==> src/rtl/mtg_pkg.sv <==
package mtg_pkg;

  typedef enum logic [2:0] {
    ST_IDLE  = 3'd0,
    ST_WRITE = 3'd1,
    ST_READ  = 3'd2,
    ST_DRAIN = 3'd3,
    ST_DONE  = 3'd4
  } mtg_state_e;

  localparam logic [1:0] DM_ADDR   = 2'd0;
  localparam logic [1:0] DM_HAMMER = 2'd1;
  localparam logic [1:0] DM_PRBS   = 2'd2;

  localparam int unsigned LFSR_W = 32;

  // x^32 + x^22 + x^2 + x + 1, shifting toward the MSB
  function automatic logic [LFSR_W-1:0] lfsr_step(input logic [LFSR_W-1:0] s);
    return {s[LFSR_W-2:0], s[31] ^ s[21] ^ s[1] ^ s[0]};
  endfunction

endpackage

==> src/rtl/mtg_lfsr.sv <==
module mtg_lfsr
  import mtg_pkg::*;
#(
  parameter logic [LFSR_W-1:0] SEED = 32'h0000_0001
) (
  input  logic              clk,
  input  logic              rst_n,
  input  logic              load,
  input  logic              adv,
  output logic [LFSR_W-1:0] state
);

  logic [LFSR_W-1:0] s_q, s_d;

  always_comb begin
    s_d = s_q;
    if (load)     s_d = SEED;
    else if (adv) s_d = lfsr_step(s_q);
  end

  always_ff @(posedge clk or negedge rst_n) begin
    if (!rst_n)         s_q <= SEED;
    else if (load | adv) s_q <= s_d;
  end

  assign state = s_q;

  assert_lfsr_nonzero_R4: assert property (@(posedge clk) disable iff (!rst_n)
    s_q != '0);

endmodule

==> src/rtl/mtg_addr_gen.sv <==
module mtg_addr_gen
  import mtg_pkg::*;
#(
  parameter int unsigned       ADDR_W     = 32,
  parameter logic [ADDR_W-1:0] BEGIN_ADDR = 32'h0000_0400,
  parameter logic [ADDR_W-1:0] END_ADDR   = 32'h0000_07FF,
  parameter logic [ADDR_W-1:0] HI_MASK    = 32'hFFFF_F800,
  parameter logic [ADDR_W-1:0] LO_MASK    = 32'h0000_0400,
  parameter logic [LFSR_W-1:0] SEED       = 32'h0000_0001
) (
  input  logic              clk,
  input  logic              rst_n,
  input  logic              restart,
  input  logic              adv,
  input  logic              rand_mode,
  output logic [ADDR_W-1:0] addr
);

  logic [ADDR_W-1:0] seq_q, seq_d;
  logic [LFSR_W-1:0] rnd;
  logic [ADDR_W-1:0] rnd_addr;

  mtg_lfsr #(.SEED(SEED)) u_lfsr (
    .clk   (clk),
    .rst_n (rst_n),
    .load  (restart),
    .adv   (adv),
    .state (rnd)
  );

  generate
    if (ADDR_W <= LFSR_W) begin : g_narrow
      assign rnd_addr = (rnd[ADDR_W-1:0] & ~HI_MASK) | LO_MASK;
    end else begin : g_wide
      assign rnd_addr = ({{(ADDR_W-LFSR_W){1'b0}}, rnd} & ~HI_MASK) | LO_MASK;
    end
  endgenerate

  always_comb begin
    seq_d = seq_q;
    if (restart)                seq_d = BEGIN_ADDR;
    else if (adv)               seq_d = (seq_q == END_ADDR) ? BEGIN_ADDR : seq_q + 1'b1;
  end

  always_ff @(posedge clk or negedge rst_n) begin
    if (!rst_n)              seq_q <= BEGIN_ADDR;
    else if (restart | adv)  seq_q <= seq_d;
  end

  assign addr = rand_mode ? rnd_addr : seq_q;

  assert_addr_window_R5: assert property (@(posedge clk) disable iff (!rst_n)
    (addr >= BEGIN_ADDR) && (addr <= END_ADDR));

  assert_seq_wrap_R4: assert property (@(posedge clk) disable iff (!rst_n)
    (!rand_mode && adv && !restart && seq_q == END_ADDR) |=> (seq_q == BEGIN_ADDR));

endmodule

==> src/rtl/mtg_data_gen.sv <==
module mtg_data_gen
  import mtg_pkg::*;
#(
  parameter int unsigned       ADDR_W = 32,
  parameter int unsigned       DATA_W = 32,
  parameter logic [LFSR_W-1:0] SEED   = 32'hACE1_2345
) (
  input  logic              clk,
  input  logic              rst_n,
  input  logic              restart,
  input  logic              adv,
  input  logic [1:0]        mode,
  input  logic [ADDR_W-1:0] addr,
  output logic [DATA_W-1:0] data
);

  localparam int unsigned REP = (DATA_W + LFSR_W - 1) / LFSR_W;

  logic              ham_q, ham_d;
  logic [LFSR_W-1:0] rnd;
  logic [DATA_W-1:0] rnd_word;
  logic [DATA_W-1:0] addr_word;
  logic [REP*LFSR_W-1:0] rnd_rep;

  mtg_lfsr #(.SEED(SEED)) u_lfsr (
    .clk   (clk),
    .rst_n (rst_n),
    .load  (restart),
    .adv   (adv),
    .state (rnd)
  );

  assign rnd_rep  = {REP{rnd}};
  assign rnd_word = rnd_rep[DATA_W-1:0];

  generate
    if (DATA_W >= ADDR_W) begin : g_addr_pad
      assign addr_word = {{(DATA_W-ADDR_W){1'b0}}, addr};
    end else begin : g_addr_cut
      assign addr_word = addr[DATA_W-1:0];
    end
  endgenerate

  always_comb begin
    ham_d = ham_q;
    if (restart)  ham_d = 1'b1;
    else if (adv) ham_d = ~ham_q;
  end

  always_ff @(posedge clk or negedge rst_n) begin
    if (!rst_n)             ham_q <= 1'b1;
    else if (restart | adv) ham_q <= ham_d;
  end

  always_comb begin
    case (mode)
      DM_HAMMER: data = {DATA_W{ham_q}};
      DM_PRBS:   data = rnd_word;
      default:   data = addr_word;
    endcase
  end

  assert_hammer_flip_R3: assert property (@(posedge clk) disable iff (!rst_n)
    (mode == DM_HAMMER && adv && !restart) |=> (data == ~$past(data)));

endmodule

==> src/rtl/mtg_exp_fifo.sv <==
module mtg_exp_fifo #(
  parameter int unsigned W     = 64,
  parameter int unsigned DEPTH = 8
) (
  input  logic         clk,
  input  logic         rst_n,
  input  logic         push,
  input  logic [W-1:0] din,
  input  logic         pop,
  output logic [W-1:0] dout,
  output logic         empty,
  output logic         full
);

  localparam int unsigned PW = (DEPTH > 1) ? $clog2(DEPTH) : 1;
  localparam int unsigned CW = $clog2(DEPTH + 1);
  localparam logic [PW-1:0] LAST = PW'(DEPTH - 1);

  logic [W-1:0]  mem [DEPTH];
  logic [PW-1:0] wr_q, wr_d, rd_q, rd_d;
  logic [CW-1:0] cnt_q, cnt_d;

  always_comb begin
    wr_d  = wr_q;
    rd_d  = rd_q;
    cnt_d = cnt_q;
    if (push) wr_d = (wr_q == LAST) ? '0 : wr_q + 1'b1;
    if (pop)  rd_d = (rd_q == LAST) ? '0 : rd_q + 1'b1;
    if (push && !pop)      cnt_d = cnt_q + 1'b1;
    else if (pop && !push) cnt_d = cnt_q - 1'b1;
  end

  always_ff @(posedge clk or negedge rst_n) begin
    if (!rst_n) begin
      wr_q  <= '0;
      rd_q  <= '0;
      cnt_q <= '0;
    end else if (push | pop) begin
      wr_q  <= wr_d;
      rd_q  <= rd_d;
      cnt_q <= cnt_d;
    end
  end

  always_ff @(posedge clk) begin
    if (push) mem[wr_q] <= din;
  end

  assign dout  = mem[rd_q];
  assign empty = (cnt_q == '0);
  assign full  = (cnt_q == CW'(DEPTH));

  assert_fifo_no_overflow_R7: assert property (@(posedge clk) disable iff (!rst_n)
    push |-> (!full || pop));

  assert_fifo_no_underflow_R7: assert property (@(posedge clk) disable iff (!rst_n)
    pop |-> !empty);

endmodule

==> src/rtl/mtg_top.sv <==
module mtg_top
  import mtg_pkg::*;
#(
  parameter int unsigned       ADDR_W     = 32,
  parameter int unsigned       DATA_W     = 32,
  parameter int unsigned       LEN_W      = 16,
  parameter int unsigned       PASS_W     = 8,
  parameter int unsigned       ERR_W      = 16,
  parameter int unsigned       FIFO_DEPTH = 8,
  parameter logic [ADDR_W-1:0] BEGIN_ADDR = 32'h0000_0400,
  parameter logic [ADDR_W-1:0] END_ADDR   = 32'h0000_07FF,
  parameter logic [ADDR_W-1:0] HI_MASK    = 32'hFFFF_F800,
  parameter logic [ADDR_W-1:0] LO_MASK    = 32'h0000_0400,
  parameter logic [LFSR_W-1:0] ADDR_SEED  = 32'h0000_0001,
  parameter logic [LFSR_W-1:0] DATA_SEED  = 32'hACE1_2345
) (
  input  logic              clk,
  input  logic              rst_n,
  input  logic              start,
  input  logic              addr_mode,
  input  logic [1:0]        data_mode,
  input  logic [LEN_W-1:0]  burst_len,
  input  logic [PASS_W-1:0] pass_count,
  output logic              cmd_valid,
  input  logic              cmd_ready,
  output logic              cmd_we,
  output logic [ADDR_W-1:0] cmd_addr,
  output logic [DATA_W-1:0] cmd_wdata,
  input  logic              rd_valid,
  input  logic [DATA_W-1:0] rd_data,
  output logic              busy,
  output logic              done,
  output logic              err_flag,
  output logic [ERR_W-1:0]  err_count,
  output logic [ADDR_W-1:0] err_addr,
  output logic [DATA_W-1:0] err_data
);

  localparam int unsigned EXP_W = ADDR_W + DATA_W;

  mtg_state_e        st_q, st_d;
  logic [LEN_W-1:0]  left_q, left_d;
  logic [PASS_W-1:0] pass_q, pass_d;
  logic [LEN_W-1:0]  len_q;
  logic              amode_q;
  logic [1:0]        dmode_q;

  logic start_acc, fire, last_word, last_pass, restart;
  logic fifo_push, fifo_pop, fifo_empty, fifo_full;
  logic [EXP_W-1:0]  fifo_dout;
  logic [ADDR_W-1:0] exp_addr;
  logic [DATA_W-1:0] exp_data;
  logic              mismatch;

  logic              eflag_q, eflag_d;
  logic [ERR_W-1:0]  ecnt_q, ecnt_d;
  logic [ADDR_W-1:0] eaddr_q, eaddr_d;
  logic [DATA_W-1:0] edata_q, edata_d;

  // ---------------- control ----------------
  assign start_acc = start && (st_q == ST_IDLE);
  assign fire      = cmd_valid && cmd_ready;
  assign last_word = (left_q == LEN_W'(1));
  assign last_pass = (pass_q <= PASS_W'(1));

  assign restart = start_acc
                 || ((st_q == ST_WRITE) && fire && last_word)
                 || ((st_q == ST_DRAIN) && fifo_empty && !last_pass);

  always_comb begin
    st_d   = st_q;
    left_d = left_q;
    pass_d = pass_q;
    case (st_q)
      ST_IDLE: if (start) begin
        st_d   = ST_WRITE;
        left_d = burst_len;
        pass_d = pass_count;
      end
      ST_WRITE: if (fire) begin
        left_d = last_word ? len_q : left_q - 1'b1;
        if (last_word) st_d = ST_READ;
      end
      ST_READ: if (fire) begin
        left_d = left_q - 1'b1;
        if (last_word) st_d = ST_DRAIN;
      end
      ST_DRAIN: if (fifo_empty) begin
        if (last_pass) begin
          st_d = ST_DONE;
        end else begin
          st_d   = ST_WRITE;
          left_d = len_q;
          pass_d = pass_q - 1'b1;
        end
      end
      default: st_d = ST_IDLE;
    endcase
  end

  always_ff @(posedge clk or negedge rst_n) begin
    if (!rst_n) begin
      st_q   <= ST_IDLE;
      left_q <= '0;
      pass_q <= '0;
    end else begin
      st_q   <= st_d;
      left_q <= left_d;
      pass_q <= pass_d;
    end
  end

  always_ff @(posedge clk or negedge rst_n) begin
    if (!rst_n) begin
      len_q   <= '0;
      amode_q <= 1'b0;
      dmode_q <= DM_ADDR;
    end else if (start_acc) begin
      len_q   <= burst_len;
      amode_q <= addr_mode;
      dmode_q <= data_mode;
    end
  end

  // ---------------- generators ----------------
  mtg_addr_gen #(
    .ADDR_W     (ADDR_W),
    .BEGIN_ADDR (BEGIN_ADDR),
    .END_ADDR   (END_ADDR),
    .HI_MASK    (HI_MASK),
    .LO_MASK    (LO_MASK),
    .SEED       (ADDR_SEED)
  ) u_addr (
    .clk       (clk),
    .rst_n     (rst_n),
    .restart   (restart),
    .adv       (fire),
    .rand_mode (amode_q),
    .addr      (cmd_addr)
  );

  mtg_data_gen #(
    .ADDR_W (ADDR_W),
    .DATA_W (DATA_W),
    .SEED   (DATA_SEED)
  ) u_data (
    .clk     (clk),
    .rst_n   (rst_n),
    .restart (restart),
    .adv     (fire),
    .mode    (dmode_q),
    .addr    (cmd_addr),
    .data    (cmd_wdata)
  );

  assign cmd_valid = (st_q == ST_WRITE) || ((st_q == ST_READ) && !fifo_full);
  assign cmd_we    = (st_q == ST_WRITE);
  assign busy      = (st_q == ST_WRITE) || (st_q == ST_READ) || (st_q == ST_DRAIN);
  assign done      = (st_q == ST_DONE);

  // ---------------- expectation queue ----------------
  assign fifo_push = (st_q == ST_READ) && fire;
  assign fifo_pop  = rd_valid && !fifo_empty;

  mtg_exp_fifo #(
    .W     (EXP_W),
    .DEPTH (FIFO_DEPTH)
  ) u_fifo (
    .clk   (clk),
    .rst_n (rst_n),
    .push  (fifo_push),
    .din   ({cmd_addr, cmd_wdata}),
    .pop   (fifo_pop),
    .dout  (fifo_dout),
    .empty (fifo_empty),
    .full  (fifo_full)
  );

  assign exp_addr = fifo_dout[EXP_W-1:DATA_W];
  assign exp_data = fifo_dout[DATA_W-1:0];
  assign mismatch = fifo_pop && (rd_data != exp_data);

  // ---------------- error capture ----------------
  always_comb begin
    eflag_d = eflag_q;
    ecnt_d  = ecnt_q;
    eaddr_d = eaddr_q;
    edata_d = edata_q;
    if (start_acc) begin
      eflag_d = 1'b0;
      ecnt_d  = '0;
      eaddr_d = '0;
      edata_d = '0;
    end else if (mismatch) begin
      eflag_d = 1'b1;
      if (ecnt_q != {ERR_W{1'b1}}) ecnt_d = ecnt_q + 1'b1;
      if (!eflag_q) begin
        eaddr_d = exp_addr;
        edata_d = rd_data;
      end
    end
  end

  always_ff @(posedge clk or negedge rst_n) begin
    if (!rst_n) begin
      eflag_q <= 1'b0;
      ecnt_q  <= '0;
      eaddr_q <= '0;
      edata_q <= '0;
    end else if (start_acc | mismatch) begin
      eflag_q <= eflag_d;
      ecnt_q  <= ecnt_d;
      eaddr_q <= eaddr_d;
      edata_q <= edata_d;
    end
  end

  assign err_flag  = eflag_q;
  assign err_count = ecnt_q;
  assign err_addr  = eaddr_q;
  assign err_data  = edata_q;

  // ---------------- assertions ----------------
  assert_cmd_hold_R6: assert property (@(posedge clk) disable iff (!rst_n)
    (cmd_valid && !cmd_ready) |=> (cmd_valid && $stable(cmd_we)
                                   && $stable(cmd_addr) && $stable(cmd_wdata)));

  assert_idle_quiet_R2: assert property (@(posedge clk) disable iff (!rst_n)
    !busy |-> !cmd_valid);

  assert_done_pulse_R9: assert property (@(posedge clk) disable iff (!rst_n)
    done |=> !done);

  assert_err_sticky_R8: assert property (@(posedge clk) disable iff (!rst_n)
    (err_flag && !start) |=> err_flag);

  assert_err_saturate_R8: assert property (@(posedge clk) disable iff (!rst_n)
    (err_count == {ERR_W{1'b1}} && !start) |=> (err_count == {ERR_W{1'b1}}));

  assert_start_ignored_R10: assert property (@(posedge clk) disable iff (!rst_n)
    (busy && start) |=> ($stable(amode_q) && $stable(dmode_q) && $stable(len_q)));

endmodule

==> config.mk <==
export PLATFORM = sky130hd
export DESIGN_NAME = mtg_top
export DESIGN_NICKNAME = d
export VERILOG_FILES = /design/src/rtl/mtg_pkg.sv /design/src/rtl/mtg_lfsr.sv /design/src/rtl/mtg_addr_gen.sv /design/src/rtl/mtg_data_gen.sv /design/src/rtl/mtg_exp_fifo.sv /design/src/rtl/mtg_top.sv
export SDC_FILE = /design/constraint.sdc
export NUM_CORES = 1
export LEC_CHECK = 0
export BUFFER_PORTS_ARGS = -buffer_cell sky130_fd_sc_hd__clkbuf_2
export CAP_MARGIN = 30
export CORE_AREA = 2 2 271 246
export DETAILED_ROUTE_END_ITERATION = 6
export DIE_AREA = 0 0 273 248
export GPL_ROUTABILITY_DRIVEN = 0
export PLACE_DENSITY = 0.69
export SLEW_MARGIN = 25
export SYNTH_ARGS = -nofsm -noshare
export SYNTH_HDL_FRONTEND = slang
export SYNTH_HIERARCHICAL = 1
export SYNTH_SLANG_ARGS = --single-unit
==> constraint.sdc <==
create_clock -name clk -period 9.1 [get_ports clk]
set_input_delay 0.91 -clock clk [delete_from_list [all_inputs] [get_ports clk]]
set_output_delay 0.91 -clock clk [all_outputs]
set_load 0.03 [all_outputs]
Yosys cells after proc, flatten, opt, wreduce, memory -nomap -nowiden
Memory sizes are Yosys's and may differ from the RTL's.
Cells that the tools add are included.
Storage, ports and cells
  bits in registers: 234
  memories kept: 1
  bits of input ports: 64
  memory bits (writable): 512
Operators by class
  multiplexer cells: 47
  add/sub/neg operators: 8
  reduce and logical (&&, ||, !) cells: 40
  eq/ne operators: 21
  bitwise logic cells: 10
  $lt $le $gt $ge: 1
Memories
  u_fifo.mem: words 8, width 64, read ports 1, clocked after memory_dff 0, wr ports 1, line mtg_exp_fifo.sv:19  | logic [W-1:0] mem [DEPTH];
Operators with widths (count)
  $mux W32: 14
  $mux W16: 9
  $pmux W16 S4: 1
  $pmux W32 S2: 1
  $add A32 B1 Y32 const B: 1
  $eq A32 B11 Y1 const B: 1
  $ne A32 B32 Y1: 1
  $mux W3: 9
  $mux W8: 3
  $add A16 B1 Y16 const B: 1
  $eq A16 B1 Y1 const B: 1
  $ne A16 B16 Y1 const B: 1
  $pmux W8 S2: 1
  $sub A16 B1 Y16 const B: 1
  $logic_and A1 B1 Y1: 12
  $ne A2 B2 Y1 const B: 6
  $pmux W3 S4: 1
  $reduce_and A6 Y1: 2
  $reduce_and A2 Y1: 5
  $reduce_bool A2 Y1: 5
  $eq A3 B3 Y1 const B: 3
  $le A8 B1 Y1 const B: 1
  $mux W4: 2
  $sub A8 B1 Y8 const B: 1
  other kinds (20): 44

Longest topological paths before layout
Gate-level depths: netlist of the first run.
  word-level depth: 11
  gate-level depth with buffers: 14
  gate-level depth less buffers: 10

By module
Netlist of the first run, hierarchy kept.
Modules (own cells, without submodules)
  mtg_exp_fifo: times used 1, cells an instance 810, area each 19882.8 um2, sequential area each 15625.0 um2
  mtg_top: times used 1, cells an instance 768, area each 6655.1 um2, sequential area each 3178.0 um2
  mtg_addr_gen: times used 1, cells an instance 237, area each 2123.3 um2, sequential area each 802.0 um2
  mtg_lfsr (u_data.u_lfsr): times used 1, cells an instance 106, area each 1343.8 um2, sequential area each 818.3 um2
  mtg_lfsr (u_addr.u_lfsr): times used 1, cells an instance 106, area each 1303.8 um2, sequential area each 802.0 um2
  mtg_data_gen: times used 1, cells an instance 120, area each 818.3 um2, sequential area each 26.3 um2

Worst setup path after synthesis of the first run
OpenSTA, ideal clock, no wires.
  path type: input-to-reg
  from: input cmd_ready
  to: memory u_fifo.mem[1][0], enable pin
  stages on the path: 4
  path buffers: 0
  setup slack: 2.894 ns
  required time: 8.535 ns
  data arrival time: 5.641 ns
  cells stage by stage: nand2b_1 nor2_1 nand2_1 nor3_1
Between the ends
  word-level cells in the longest chain between the ends: 4
Ends and longest elaborated chain
  start, declared: line mtg_top.sv:25  | input logic cmd_ready,
  $logic_and A1 B1 Y1: line mtg_top.sv:62  | assign fire = cmd_valid && cmd_ready;
  $logic_and A1 B1 Y1: line mtg_top.sv:162  | assign fifo_push = (st_q == ST_READ) && fire;
  net fifo_push: line mtg_top.sv:49  | logic fifo_push, fifo_pop, fifo_empty, fifo_full;
  $mux W1: line mtg_exp_fifo.sv:46  | if (push) mem[wr_q] <= din;
  $mux W1 (implied by the code): line mtg_exp_fifo.sv:46
  end, declared: line mtg_exp_fifo.sv:19
The timed path passes the listed nets, and every way through them passes these cells.

Final worst setup path of the first run
  from: register u_fifo.rd_q[0]
  to: register eaddr_q[14], in the netlist err_addr[14]
Between the ends
  word-level cells in the longest chain between the ends: 5
  elaborated cells between the ends (all ways): 9
  classes of those cells: 1 x eq/ne; 3 x mux; 1 x bitwise; 3 x reduce/logical; 1 x memory
Ends and longest elaborated chain
  start, declared: line mtg_exp_fifo.sv:20  | logic [PW-1:0] wr_q, wr_d, rd_q, rd_d;
  start signal, assigned: line mtg_exp_fifo.sv:40  | rd_q <= rd_d;
  $mem_v2 Z8 W64 *
  net fifo_dout[10]: line mtg_top.sv:50  | logic [EXP_W-1:0] fifo_dout;
  $ne A32 B32 Y1 *: line mtg_top.sv:181  | assign mismatch = fifo_pop && (rd_data != exp_data);
  $logic_and A1 B1 Y1 *: line mtg_top.sv:181
  $reduce_bool A2 Y1 (no line) / $or A1 B1 Y1 (equally long branches)
  $reduce_and A3 Y1 (no line) *
  end signal, assigned: line mtg_top.sv:213  | eaddr_q <= eaddr_d;
  end, declared: line mtg_top.sv:57  | logic [ADDR_W-1:0] eaddr_q, eaddr_d;
The timed path passes the listed nets; every way through them passes the cells marked *. The select of a mux whose other input is x is not followed.
A chain may end at the register's enable or synchronous reset.

==> results summary, run 1 <==
The area share of and/or/nand/nor cells after synthesis is roughly a tenth. In this run the static leakage power is about 14 nW. The number of buffers created by CTS came out at 76. The number of I/O port buffers is approximately 210. The root buffer selected by CTS is clkbuf_16. The first detailed-routing pass took 5 iterations. Across the run, the number of max-cap violations was 0. By area, the combinational part of the netlist is dominated by multiplexers. In this run the worst path has a maximum fanout of 68. STA classifies the critical path startpoint as a flip-flop. The time the final worst path needs with I/O delays and setup came out at ~4.8 ns.

For this design the ratio of total power to cell area is approximately 320 nW/um^2. The most used flip-flop cell after synthesis is edfxtp_1. Using the TritonRoute via totals, the vias-per-cell ratio works out to between 5 and 6. The multi-input combinational cells in the finished layout cover a total of 10110 sq um. The fraction of power consumed by the clock network came out at a little over a quarter. The data required time at the worst endpoint came out at between 9 and 10 ns. The wire length after detailed routing came out at ~76 mm. For this run, the share of the core covered by cells in the final layout is a little under three fifths. Measured against its own limit, the worst slew margin works out to 33.56%.

The count of instances resized after the clock tree is built is 0. The post-synthesis xor/xnor area fraction came out at between 1.5 and 2%. The maximum number of pins on one net before global-route repair came out at 117.

edfxtp_1 is the most common cell in the netlist. The number of hold violations in the final report came out at 0. The switching share of total power came out at 35.40%. The largest buffer count on any clock path is 3. The global-route total usage across every layer came out at approximately 22%. The share of the yosys chip area belonging to registers came out at 66.15%. The area used by sequential logic in the layout came out at about 21000 sq um. The met2 layer usage reported by global route is between 30 and 40%.

Summed over all instances, the cell type with the most area after synthesis is edfxtp_1. The total power came out at roughly 0.012 W. Of the total power, combinational logic draws roughly 34%.

The post-DP HPWL is 46.03 mm. The cell count after synthesis came out at 2147. The final critical-path share of the clock period came out at between 50% and 60%. The data arrival time of the critical path came out at approximately 5.3 ns. The global routing stage identified its most utilized layer as met2. The overall die width came out at between 200 and 300 um.

In this run the cell area of the synthesized design comes to between 30000 and 40000 sq um. Setup repair after global routing left no endpoint under its margin. The net switching power is around 0.0041 W. In the post-synthesis netlist, the biggest area contributors are edfxtp_1, dfrtp_1, mux4_2. The antenna violation net count after detailed routing is 0. The internal power is about 0.0076 W. The number of buffers inserted by post-CTS setup repair came out at 0. The number of max-slew violations in the final report is 0. The TritonCTS clock tree is yes.

The initial cell density of the core is about half. The met3 global-route usage came out at around 4.2%. In this run, synthesis inferred between 500 and 600 flip-flops with an integrated enable. The growth of design area from synthesis to finish came out at 13.40%. Dividing the detail-routed wire length by the instance count gives ~23 um. Dividing the synthesized area by the synthesized cell count gives approximately 15 sq um. The remaining routing DRC violations came out at 0. The number of global-route vias before repair is between 15000 and 20000. The maximum operating frequency is roughly 0.21 GHz.

The detailed router's first-iteration violation count came out at 1825. The post-cts hold buffer count came out at 0. The area fraction in compound gates after synthesis came out at 6.103%.

The clock transition time at the flip-flop clock pins of the worst setup and hold paths is about 0.06 ns. The total global routing overflow came out at 0. For the worst-skew pair, the clock arrives at the later sink with an insertion delay of ~0.64 ns. Clock tree synthesis found a total of ~750 sinks. When the netlist entered floorplanning its net count stood at approximately 2200. After floorplanning, the core was sized to cover approximately 65000 sq um. Ranked by instance count, the synthesized netlist is headed by edfxtp_1, dfrtp_1, nand2_1, mux4_2, nor2_1. The die height is 248 um.

The async set-reset flop share out of synthesis is a little under a third. The number of setup violations in the final report came out at 0. The clock tree synthesis step divided the H-tree into 3 levels. The run finished with clean final reports. The adder-cell share of the synthesized area came out at less than 1%. The count of standard-cell rows came out at 89.

The number of nets at the end of the flow came out at roughly 2400. The number of warnings printed during yosys synthesis came out at 6. The worst hold path belongs to the class input pin to async pin. The repair_antennas step left the layout with diodes totalling 0. The number of distinct library cell variants in the gate-level netlist after synthesis came out at 83. The flip-flop and latch count after synthesis came out at 746.

The top cell type by area accounts for between 40% and 50% of the synthesized area. The actual transition at the worst max-transition pin is between 0.9 and 1 ns. The number of top-level design ports came out at around 210. The ratio of cells with drive above 1 in the final layout came out at between 20% and 30%. The maximum vdd ir drop came out at about 0.25 mV. The clock tree skew after final layout is about 0.04 ns. The fill cell total of the finished layout is just over 5000.

STA classifies the critical path endpoint as a flip-flop. The die covers ~68000 sq um. The type of the setup path with the least slack is flip-flop to flip-flop. In this run, flip-flops and latches consume about two fifths of the power.

The initial antenna violation count came to 1. The met1 usage is a little under a third. The total vias in the final route came out at approximately 19000. The share of synthesized area spent on multiplexers came out at between 10% and 20%. The global-route wire length before repair is 115.2 mm. After routing, the total negative slack on setup checks comes to 0 ns.
-- per-stage QoR --
stage                     hold slack (ns)  std cells  setup WS, ns  cell area (sq um)
after floorplan                    0.4404       2147         2.894              32130
after global placement             0.4580       3110         3.854              33810
after detailed placement           0.4614       3113         4.246              33860
after CTS                          0.4195       3250         4.228              36330
after global routing               0.4526       3258         3.916              36430
final                              0.4039       3258         4.280              36430
-- cell families (layout without fill, tap and decap cells) --
group                      after synthesis  in the layout
DFF                                    746            746
and+or+nand+nor                        606            606
AOI/OAI and AO/OA                      301            301
muxes                                  259            259
buffers and inverters                  159            406
xor gates and xnor gates                59             59
adders and majority gates               17             17
-- registers in the layout, indices dropped and copies added (netlist names), 8 cells and up --
| name | count |
|---|---|
| u_fifo/mem | 512 |
| err_addr | 32 |
| err_data | 32 |
| u_addr/seq_q | 32 |
| u_addr/u_lfsr/state | 32 |
| u_data/u_lfsr/state | 32 |
| err_count | 16 |
| left_q | 16 |
| len_q | 16 |
| pass_q | 8 |
-- area by class of cell --
cell class                      instances  area share [%]
Clock buffer                           98           5.725
Clock inverter                         39           1.058
Inverter                               20          0.2061
Multi-Input combinational cell       1242           27.76
Sequential cell                       746           58.36
Tap cell                              864           2.967
Timing Repair Buffer                  249           3.919
-- cells in the final DEF (no fill, tap or decap), drive strengths merged, types with 4 or more instances in the layout --
| master | n |
|---|---|
| edfxtp | 512 |
| clkbuf | 309 |
| dfrtp | 217 |
| nand2 | 192 |
| o21ai | 133 |
| mux4 | 128 |
| nor2 | 113 |
| nand3 | 95 |
| mux2 | 80 |
| mux2i | 51 |
| a21oi | 45 |
| xor2 | 43 |
| a22oi | 40 |
| buf | 38 |
| nor2b | 32 |
| nor3 | 27 |
| inv | 26 |
| or4 | 24 |
| or3 | 24 |
| clkinv | 23 |
| nor4 | 22 |
| nand4 | 21 |
| dfstp | 17 |
| ha | 16 |
| xnor2 | 14 |
| nand2b | 14 |
| a211o | 14 |
| o31ai | 14 |
| a211oi | 11 |
| and3 | 11 |
| and2 | 9 |
| o211ai | 8 |
| bufinv | 6 |
| o22ai | 6 |
| or2 | 6 |
| nor3b | 5 |
| a31oi | 5 |
| a21o | 4 |
| clkinvlp | 4 |
-- critical path, stage by stage, from the launching register on --
cell and delay (ns):
dfrtp_4 0.61, buf_12 0.41, buf_16 0.43, mux4_2 0.57
mux2_2 0.28, xor2_1 0.17, nor4_1 0.42, nand4_1 0.23
o21ai_4 0.57, buf_4 0.60, o21ai_0 0.23
-- power by group through the flow --
stage | combinational [W] | clock [W] | sequential [W]
final | 0.00392 | 0.00311 | 0.00467
after global routing | 0.00426 | 0.00330 | 0.00472
after CTS | 0.00393 | 0.00316 | 0.00466
after detailed placement | 0.00391 | 0 | 0.00473
after global placement | 0.00380 | 0 | 0.00470
after floorplan | 0.00285 | 0 | 0.00478
-- per-layer routing --
metal	vias up	wire length, um
met5	-	0
met4	0	1598
met3	101	4507
met2	603	37910
met1	9855	31680
li1	8605	-
-- path summary, 6_finish.rpt --
path | cells after the start | slack [ns] | endpoint | from
setup / recovery | 10 | 4.28 | err_addr[14] | u_fifo/rd_q[0]
hold / removal | 1 | 0.40 | len_q[9] | rst_n
setup reg to reg | 10 | 4.28 | err_addr[14] | u_fifo/rd_q[0]
hold reg to reg | 2 | 0.48 | len_q[0] | len_q[0]
max in group asynchronous | 2 | 7.33 | u_fifo/rd_q[2] | rst_n
min in group clk | 2 | 0.48 | len_q[0] | len_q[0]
No activity file was read; power rests on OpenSTA's default activity.
==> run 2, diff against run 1 <==
Settings changed: ABC_AREA from default to 1, CORE_AREA 2 2 271 246 to 2 2 287 260, DIE_AREA 0 0 273 248 to 0 0 289 262, PLACE_DENSITY 0.69 to 0.72.
Clock period 9.1 ns to 4.25 ns, I/O delays scaled along.
==> run 2 against run 1 <==
Net effect:
- sequential share of layout area fell by 5.9 points
- non-clock buffer count is 37 higher
- clock skew is 0.016 ns lower
- fmax increased by 34%
- count of clock-buffer cells in the layout increased by 15
- clock power increased by 110%
- worst hold slack worse by 0.38 ns
- largest cell class unchanged
- largest power group is now combinational cells
- highest routed layer is now met5
==> results summary, run 2 <==
Of all cell types, the one taking the most synthesized area is edfxtp_1. The total vias in the final route is 27560 (+44%). The number of nets at the end of the flow came out at 4498 (+86%). The number of I/O port buffers is 212 (unchanged). The clock latency of the later-clocked register in the worst-skew pair came out at 0.63 ns (about the same). The detailed router's first-iteration violation count is 2736 (+50%).

The remaining routing DRC violations came to 0 (unchanged). The critical path is of the flip-flop to flip-flop type. The most common cell in the synthesized netlist is nand2_1.

The number of distinct library cell variants in the gate-level netlist after synthesis is 51 (-39%). The worst hold path was traced through 3 stages. The number of top-level design ports is 213 (unchanged). The deepest level of the CTS H-tree is 3 (unchanged). The worst slew margin relative to its limit came out at 22.17% (-11 points). The area taken by multi-input logic gates came out at 11920 sq um (+18%). The kind of start point of the critical path is a flip-flop. The total global routing overflow was 0 (unchanged). The per-cell via count in the routed design was 5.063 (-14%). The area used by sequential logic in the layout is 21260 sq um (about the same). The number of warnings printed during yosys synthesis is 6 (unchanged). The average instance area after synthesis was 8.533 sq um (-43%). The count of instances resized after the clock tree is built is 0 (unchanged). The growth of design area from synthesis to finish came out at 12.40%. The count of flip-flops with a built-in enable after synthesis is 512 (unchanged).

The TritonCTS clock tree is yes. The number of inserted diodes is 0 (unchanged). The number of setup violations in the final report came out at 0 (unchanged). The overall die width is 289 um (+5.9%).

In this run the worst hold path is classified as input pin to flip-flop. For hold timing, the worst endpoint is len_q[0]. The commonest cells after synthesis are nand2_1, nor2_1, edfxtp_1, inv_1, dfrtp_1. The number of standard cells in the final layout excluding fillers came out at 5443 (+67%).

The number of buffers inserted by post-CTS setup repair was 0 (unchanged). The highest net fanout along the worst path came out at 64 (-5.9%). The number of cell instances on the worst register-to-register path is 17 (+7). The maximum number of pins on one net before global-route repair came out at 252 (+120%). The count of standard-cell rows is 94 (+5.6%). In this run the most critical hold path is launched from burst_len[0]. The flip-flop count of the largest register after layout came out at 512 (unchanged). The post-cts hold buffer count is 6 (+6). The maximum operating frequency came to 0.2776 GHz (+34%). The maximum vdd ir drop came out at 0.4624 mV (+86%).

The initial antenna violation count came out at 1 (unchanged). The average wire per standard cell is 16.96 um (-27%). The share of the synthesized area in the top cell type was 42.66% (-5.2 points). The synthesized netlist net count is 4305 (+93%). The kind of end point of the critical path is a flip-flop. The number of max-capacitance violations reported is 0 (unchanged). The static leakage power came to 19.70 nW (+44%).

Setup repair after global routing left no endpoint under its margin. Ranked by flip-flop count, first place goes to u_fifo/mem. The die height is 262 um (+5.6%). The async set-reset flop share out of synthesis is 31.37% (unchanged).

The post-DP HPWL came out at 56.96 mm (+24%). The standard cell core area is 72680 sq um (+12%). The netlist area before placement came out at 36040 sq um (+12%). The floorplan die area is 75720 sq um (+12%). The placed cell area is 38000 sq um (+12%). The first-pass iteration count of the detailed router came to 6 (+1). The clock transition time at the flip-flop clock pins of the worst setup and hold paths is 0.06 ns (about the same). Leaving out fill and tap cells, the most frequent cells in the layout are nand2_1, nor2_1, edfxtp_1, inv_1, dfrtp_1. The final design instance area without fill came out at 40510 sq um (+11%).

The largest buffer count on any clock path is 3 (unchanged). The worst register-to-register path ends at err_addr[9]. Yosys attributes the largest share of cell area to edfxtp_1, nand2_1, dfrtp_1. The share of the yosys chip area belonging to registers is 58.96% (-7.2 points). The number of hold violations in the final report was 0 (unchanged). The actual transition at the worst max-transition pin is 1.167 ns (+0.1732 ns). The number of clock sinks was 746 (unchanged). The run finished with clean final reports. Leaving out fill and tap cells, the most frequent cell in the layout is nand2_1. The final critical-path share of the clock period is 84.75% (+32 points). The data arrival time of the critical path is 4.11 ns (-1.16 ns). The origin of the critical flop-to-flop path is u_fifo/rd_q[0]. The flip-flop and latch count after synthesis came out at 746 (unchanged). The setup slack of the most critical reg-to-reg path came out at 0.65 ns (-3.63 ns).

The data required time at the worst endpoint came to 4.76 ns (-4.79 ns). The initial cell density of the core is 49.59% (+0.19 points). The clock tree skew after final layout was 0.02454 ns (-0.01563 ns).

The global-route wire length before repair came out at 143.3 mm (+24%). The global-route total usage across every layer is 24.34% (+1.9 points). The number of max-slew violations in the final report is 0 (unchanged).

The fill cell total of the finished layout is 6348 (+24%). The end-of-flow core utilization is 55.74% (-0.28 points). The wire length after detailed routing is 92.29 mm (+22%). The ratio of cells with drive above 1 in the final layout is 11.24% (-16 points).

The time the final worst path needs with I/O delays and setup is 3.602 ns (-1.218 ns). The antenna violation net count after detailed routing is 0 (unchanged). In the synthesized netlist the dominant register cell turns out to be edfxtp_1. The number of global-route vias before repair was 25490 (+33%). The instance count after placement with tap cells included came out at 5290 (+70%). The power density over cell area is 686.7 nW/um^2 (+110%). The root buffer selected by CTS is clkbuf_16. The cell count after synthesis is 4224 (+97%). The number of buffers created by CTS is 79 (+3.9%).
-- run 2: changes by cell type after synthesis, moves of 24 or more --
cell / change
a22oi_1: -26
nor2b_1: -32
clkbuf_1: -45
o21ai_0: -40
nand2_1: +1472
nor2_1: +580
inv_1: +470
a21oi_1: -35
mux4_2: -128
nand3_1: +69
mux2_2: -77
buf_2: +62
or4_1: -24
mux2i_1: -51
-- run 2: cells by family (layout without fill, tap and decap cells) --
group | count (synthesis) | after routing | synth area share, %
AND/OR/NAND/NOR | 2595 | 2595 | 28.32
buffers and inverters | 678 | 937 | 8.227
AO/OA/AOI/OAI | 130 | 130 | 2.451
multiplexers | 3 | 3 | 0.09372
adder cells (fa/ha/maj) | 17 | 17 | 0.6110
flip-flops | 746 | 746 | 58.96
XOR/XNOR | 55 | 55 | 1.337
-- run 2: how the worst max path moves through the flow --
stage                     slack (ns)               end           start
after detailed placement        0.60      err_addr[21]  u_fifo/rd_q[0]
after floorplan                -0.07  u_fifo/mem[1][0]         st_q[2]
after CTS                       0.56      err_addr[21]  u_fifo/rd_q[0]
final                           0.65       err_addr[9]  u_fifo/rd_q[0]
after global routing            0.25       err_addr[9]  u_fifo/rd_q[0]
after global placement          0.68      err_addr[16]  u_fifo/rd_q[0]
-- run 2: final cells by class --
| type | instances | share of cell area [%] |
|---|---|---|
| inverter | 504 | 4.682 |
| sequential | 746 | 52.48 |
| timing repair buffer | 286 | 4.392 |
| clock inverter | 34 | 0.7875 |
| clock buffer | 113 | 5.269 |
| tap | 960 | 2.965 |
| multi-input combinational | 2800 | 29.43 |
-- run 2: report_power, final --
group	internal (W)	switching, W	total (W)
logic	0.00321	0.00810	0.0113
clock network	0.00377	0.00288	0.00665
registers	0.00912	0.000736	0.00985
total	0.0161	0.0117	0.0278
-- run 2: metrics by stage --
step           hold WS [ns]  total power [W]  TNS (ns)  worst slack, ns
5_1_grt            0.003741          0.02970         0           0.2461
4_1_cts            0.001458          0.02795         0           0.5557
6_report            0.02821          0.02782         0           0.6480
3_3_place_gp         0.4417          0.02103         0           0.6760
2_1_floorplan        0.1294          0.01845    -31.80         -0.07064
3_5_place_dp         0.4488          0.02125         0           0.5951
-- run 2: worst max-delay path, stage by stage (launching register included) --
cell	delay, ns
dfrtp_4	0.75
buf_4	0.37
nor2_1	0.08
nor2_1	0.11
nand2_1	0.07
nand2_1	0.06
nand2_1	0.04
nand2_1	0.11
xnor2_1	0.12
nand2_1	0.09
nor2_1	0.15
nand2_1	0.07
nor2_1	0.24
nand2_1	0.22
nand3_4	0.14
nand2_4	0.44
nand2_1	0.23
nand2_1	0.07
-- run 2: per-layer routing --
layer | GRT usage [%] | up-vias | routed length (um)
met1 | 33.66 | 12950 | 40250
met3 | 4.470 | 173 | 6649
met4 | 8.247 | 2 | 2820
li1 | - | 13460 | -
met5 | 0 | - | 7
met2 | 38.90 | 981 | 42570
